File: src/rtl/spd_eeprom_slave.sv
module spd_eeprom_slave #(
  parameter int ADDR_W  = 8,
  parameter int STRAP_W = 3,
  parameter logic [6-STRAP_W:0] DEV_CODE = 4'b1010
) (
  input  logic               clk,
  input  logic               rst_n,
  input  logic               scl_i,
  input  logic               sda_i,
  input  logic [STRAP_W-1:0] strap_i,
  input  logic               wp_i,
  output logic               sda_pull_o
);
  localparam int DEPTH = 1 << ADDR_W;

  typedef enum logic [3:0] {
    S_IDLE, S_ADDR, S_AACK, S_WORD, S_WACK, S_WDATA, S_TX, S_RACK, S_RNEXT, S_WAIT
  } st_t;

  logic [2:0] scl_sy, sda_sy;
  st_t st;
  logic [3:0] bitcnt;
  logic [7:0] rx, tx;
  logic [ADDR_W-1:0] ptr;
  logic pull, rw;
  logic [7:0] mem [DEPTH];

  wire scl_q = scl_sy[1];
  wire scl_d = scl_sy[2];
  wire sda_q = sda_sy[1];
  wire sda_d = sda_sy[2];

  wire scl_rise = scl_q & ~scl_d;
  wire scl_fall = ~scl_q & scl_d;
  wire start    = scl_q & scl_d & sda_d & ~sda_q;
  wire stop     = scl_q & scl_d & ~sda_d & sda_q;

  wire       addr_hit = rx[7:1] == {DEV_CODE, strap_i};
  wire       locked   = wp_i & ~ptr[ADDR_W-1];
  wire       byte_end = scl_fall & (bitcnt == 4'd8);
  wire       mem_we   = (st == S_WDATA) & byte_end & ~locked;
  wire [7:0] rd_byte  = mem[ptr];

  assign sda_pull_o = pull;

  always_ff @(posedge clk or negedge rst_n) begin
    if (!rst_n) begin
      scl_sy <= '1;
      sda_sy <= '1;
    end else begin
      scl_sy <= {scl_sy[1:0], scl_i};
      sda_sy <= {sda_sy[1:0], sda_i};
    end
  end

  always_ff @(posedge clk) begin
    if (mem_we) mem[ptr] <= rx;
  end

  always_ff @(posedge clk or negedge rst_n) begin
    if (!rst_n) begin
      st     <= S_IDLE;
      bitcnt <= '0;
      rx     <= '0;
      tx     <= '0;
      ptr    <= '0;
      pull   <= 1'b0;
      rw     <= 1'b0;
    end else if (start) begin
      st     <= S_ADDR;
      bitcnt <= '0;
      pull   <= 1'b0;
    end else if (stop) begin
      st   <= S_IDLE;
      pull <= 1'b0;
    end else begin
      case (st)
        S_ADDR, S_WORD, S_WDATA: begin
          if (scl_rise && bitcnt < 4'd8) begin
            rx     <= {rx[6:0], sda_q};
            bitcnt <= bitcnt + 1'b1;
          end else if (byte_end) begin
            bitcnt <= '0;
            if (st == S_ADDR) begin
              if (addr_hit) begin
                pull <= 1'b1;
                rw   <= rx[0];
                st   <= S_AACK;
              end else begin
                st <= S_IDLE;
              end
            end else begin
              ptr  <= (st == S_WORD) ? rx[ADDR_W-1:0] : ptr + 1'b1;
              pull <= 1'b1;
              st   <= S_WACK;
            end
          end
        end
        S_AACK: begin
          if (scl_fall) begin
            if (rw) begin
              tx     <= rd_byte;
              pull   <= ~rd_byte[7];
              ptr    <= ptr + 1'b1;
              bitcnt <= '0;
              st     <= S_TX;
            end else begin
              pull   <= 1'b0;
              bitcnt <= '0;
              st     <= S_WORD;
            end
          end
        end
        S_WACK: begin
          if (scl_fall) begin
            pull   <= 1'b0;
            bitcnt <= '0;
            st     <= S_WDATA;
          end
        end
        S_TX: begin
          if (scl_rise) begin
            bitcnt <= bitcnt + 1'b1;
          end else if (scl_fall) begin
            if (bitcnt == 4'd8) begin
              pull   <= 1'b0;
              bitcnt <= '0;
              st     <= S_RACK;
            end else begin
              tx   <= {tx[6:0], 1'b0};
              pull <= ~tx[6];
            end
          end
        end
        S_RACK: begin
          if (scl_rise) st <= sda_q ? S_WAIT : S_RNEXT;
        end
        S_RNEXT: begin
          if (scl_fall) begin
            tx     <= rd_byte;
            pull   <= ~rd_byte[7];
            ptr    <= ptr + 1'b1;
            bitcnt <= '0;
            st     <= S_TX;
          end
        end
        default: ;
      endcase
    end
  end

  AST_SILENT_IDLE: assert property (@(posedge clk) disable iff (!rst_n)
    (st == S_IDLE) |-> !sda_pull_o);

  AST_ACK_DRIVEN: assert property (@(posedge clk) disable iff (!rst_n)
    (st == S_AACK && !rw || st == S_WACK) |-> sda_pull_o);

  AST_NO_DRIVE_RECV: assert property (@(posedge clk) disable iff (!rst_n)
    (st == S_ADDR || st == S_WORD || st == S_WDATA) |-> !sda_pull_o);

  AST_QUIET_AFTER_NACK: assert property (@(posedge clk) disable iff (!rst_n)
    (st == S_WAIT || st == S_RACK) |-> !sda_pull_o);

  AST_DATA_STABLE_HIGH: assert property (@(posedge clk) disable iff (!rst_n)
    (scl_q && scl_d) |-> $stable(sda_pull_o));

  AST_WP_HOLDS: assert property (@(posedge clk) disable iff (!rst_n)
    (mem_we && wp_i) |-> ptr[ADDR_W-1]);
endmodule

File: config.mk
export PLATFORM = sky130hd
export DESIGN_NAME = spd_eeprom_slave
export DESIGN_NICKNAME = d
export VERILOG_FILES = /design/src/rtl/spd_eeprom_slave.sv
export SDC_FILE = /design/constraint.sdc
export NUM_CORES = 2
export LEC_CHECK = 0
export BUFFER_PORTS_ARGS = -buffer_cell sky130_fd_sc_hd__clkbuf_2
export CORE_UTILIZATION = 30
export CTS_BUF_LIST = sky130_fd_sc_hd__clkbuf_16
export DETAILED_ROUTE_END_ITERATION = 10
export GPL_ROUTABILITY_DRIVEN = 0
export PLACE_DENSITY_LB_ADDON = 0.3
export SLEW_MARGIN = 20
export SYNTH_ARGS = -nofsm -noshare
export SYNTH_HDL_FRONTEND = slang
export SYNTH_SLANG_ARGS = --single-unit
File: constraint.sdc
create_clock -name clk -period 10.2 [get_ports clk]
set_clock_uncertainty 0.05 [all_clocks]
set_input_delay 2.04 -clock clk [delete_from_list [all_inputs] [get_ports clk]]
set_output_delay 2.04 -clock clk [all_outputs]
set_load 0.05 [all_outputs]
==> reports/qor.csv <==
metric;value;unit
setup_tns;0;ps
remaining global-route overflow;0;
HP Class;reg2reg;
R2R Path Start;ptr[3];
Leakage Power;0.0293;uW
largest net degree at the start of global routing;153;
total power;25000;uW
antenna-violating nets left;0;
crit-path cells;buf_4, buf_4, mux4_2, nor2b_1, a211oi_1, a2111oi_0, buf_4, a2111oi_2, a31oi_1, o32ai_1, a31o_1;
required time of the critical path;10880;ps
CP Launch Point;ptr[3];
Mapped Area;81500;um^2
#FFs+latches synth;2087;
detailed-route DRC error count;0;
R2R depth;11;
Avg Cell Area, Syn;20.3;um^2
Vias/cell;5.32;
WHS;309;ps
Initial DRC Count;5644;
starting density of the core;30.1;%
root buf cell;clkbuf_16;
CTS resizes;0;
Worst slew margin;4.57;%
row count;191;
period utilisation layout;49.8;%
Internal Power;16800;uW
Reg2Reg Setup Slack;5120;ps
ratio of cells with drive above 1 in the final layout;21.8;%
worst skew pair latency;850;ps
CP Buf/Inv Count;3;
RSZ-0062 raised after global routing;no;
first-pass GRT wire length;342000;um
vias in the first global route;41700;
ys flop type;edfxtp_1;
Flop pwr share;42.7;%
die area;274000;um^2
Syn. warnings;0;
worst-case clock buffer depth;3;
most frequent CP cell;buf_4;
post-synthesis sequential area ratio;76.6;%
final setup violating endpoints;0;
largest area contributor in the netlist;edfxtp_1;
post-synthesis async set-or-reset flop share;1.87;%
status;finished, final reports clean;
top cells by area, synth;edfxtp_1, mux4_2, mux2i_1;
initial antenna violation count;3;
Clock transition at path regs;60;ps
NumNets Final;4124;
pwr dens;270;nW/um^2
Num CTS Buffers;211;
DP HPWL;149000;um
I/O pin total;9;
CP delay by family, top;compound AO/OA/AOI/OAI gates;
reg2reg end;sda_pull_o;
type of origin of the critical path;register;
fin crit period;5080;ps
Final Hold Vio Count;0;
measured slew at the worst slew-check pin;1430;ps
TritonCTS Sinks;2087;
setup bufs post-CTS;0;
via count;41800;
CP endpoint;sda_pull_o;
GRT Util Overall;17.8;%
P&R area growth vs syn;13.6;%
critical-path maximum fanout;40;
Syn Inst Count;4018;
port bufs;8;
Max Fclk;0.197;GHz
max incr delay on CP;770;ps
WP depth;11;
clock share of power;30.6;%
Die W;523;um
number of flops mapped to enable cells by yosys;2048;
Pre-Repair DR Iteration Count;7;
peak supply drop;0.305;mV
switching pwr;8260;uW
cell total after placement;7464;
wire per inst;31.3;um
Sw Ratio;33.0;%
fin cells;7861;
max-cap viol count;0;
Cell variety after synth;73;
Worst setup EP type;register;
Die Span Y;523;um
CP Class;reg2reg;
Synth Net Count;4035;
slowest stage cell, crit path;a31oi_1;
Detailed Route WL;246000;um
pins over their slew limit;0;
CTS HTree Levels;4;
hold_buf cts;0;
CP arrival;5770;ps
clock tree from TritonCTS;yes;
Core Footprint;271000;um^2
combinational share of power;26.8;%
post-synth top area share;75.4;%
==> registers in the layout, summed over array words and instances (netlist names) <==
name,count
mem,2048
ptr,8
sda_sy,3
st,4
bitcnt,4
tx,7
scl_sy,3
rw,1
rx,8
sda_pull_o,1
==> power by group through the flow <==
stage | Sequential, uW | Clock [uW] | Combinational [uW]
after global routing | 10700 | 8070 | 6900
final | 10700 | 7650 | 6700
after floorplan | 11200 | 0 | 3620
after global placement | 10900 | 0 | 6690
after CTS | 10700 | 7760 | 6690
after detailed placement | 10900 | 0 | 6680
==> layout by cell type, fill, tap and decap left out, types with 7 or more instances in the layout <==
cell type and count:
buf_12 9, ha_1 9, edfxtp_1 2048, nor4_1 12, and3_1 9, dfrtp_4 11
mux2_2 15, buf_4 102, o31ai_1 7, a22oi_1 104, mux4_2 435, o22ai_1 72
o221ai_1 10, a21oi_1 58, inv_1 58, a221oi_1 38, a211oi_1 10, bufinv_16 21
mux2i_1 184, o211ai_1 8, nand2_2 13, or4_1 7, dfrtp_1 20, nand2_1 139
nand4_1 10, a22o_1 18, nand2b_1 10, clkinv_1 48, a31oi_1 19, o21ai_0 33
nand3_1 41, nor3_1 13, nor2b_1 16, clkinvlp_4 7, nor2_1 294, clkbuf_16 214
clkbuf_2 7, clkinv_2 42
==> cell usage after synthesis, types with 11 or more instances <==
library cell	number
a21oi_1	58
a221oi_1	38
a22o_1	18
a22oi_1	104
a31oi_1	19
buf_2	72
buf_4	34
buf_6	35
clkbuf_1	93
dfrtp_1	33
edfxtp_1	2048
inv_1	11
mux2_2	15
mux2i_1	184
mux4_2	435
nand2_1	152
nand3_1	42
nor2_1	304
nor2b_1	19
nor3_1	15
nor4_1	13
o21ai_0	33
o22ai_1	72
==> worst register-to-register path, stage by stage (launching register included) <==
cell and delay, ps:
dfrtp_4 630, buf_4 560, buf_4 800, mux4_2 370, nor2b_1 200, a211oi_1 80
a2111oi_0 650, buf_4 240, a2111oi_2 60, a31oi_1 770, o32ai_1 290, a31o_1 290
==> cells by family (layout without fill, tap and decap cells) <==
| logic type | after synthesis | count (layout) | synth area share (%) |
|---|---|---|---|
| DFF | 2087 | 2087 | 76.6 |
| muxes | 635 | 635 | 14.5 |
| and+or+nand+nor | 605 | 605 | 3.22 |
| AOI/OAI and AO/OA | 420 | 420 | 3.63 |
| buffers and inverters | 258 | 528 | 1.83 |
| adders and majority gates | 9 | 9 | 0.138 |
| xor gates and xnor gates | 4 | 4 | 0.0430 |
| other | 0 | 3 | 0 |
==> cell type report <==
cell class	count	area, um^2
inverter	15	56.3
clock buffer	214	5360
timing repair buffer	119	986
sequential	2087	62500
clock inverter	180	1500
antenna	3	7.51
tap	3570	4470
multi-input combinational	1673	17700
fill	25200	178000
==> layer usage <==
metal	GRT usage, %	share of wire [%]	vias to the layer above
met1	24.4	41	22400
met5	0	0.0053	-
met3	3.80	8.7	373
li1	-	-	16900
met2	28.3	47	2205
met4	5.48	3.0	2
==> worst min path at each step <==
| stage | from | end | slack [ps] | cells after the start |
|---|---|---|---|---|
| after detailed placement | scl_sy[0] | scl_sy[1] | 300 | 0 |
| after floorplan | scl_sy[0] | scl_sy[1] | 300 | 0 |
| after CTS | scl_sy[0] | scl_sy[1] | 310 | 0 |
| final | sda_sy[0] | sda_sy[1] | 310 | 0 |
| after global routing | sda_sy[0] | sda_sy[1] | 310 | 0 |
| after global placement | scl_sy[0] | scl_sy[1] | 300 | 0 |
==> stage by stage <==
stage | setup slack [ps] | cell area [um^2] | utilization, %
finish | 5120 | 92600 | 34.2
global route | 5100 | 92600 | 34.2
CTS | 5280 | 92600 | 34.2
detailed placement | 4520 | 85700 | 31.7
global placement | 4610 | 85700 | 31.7
floorplan | 5020 | 81500 | -
Power figures use the tool's default switching activity.
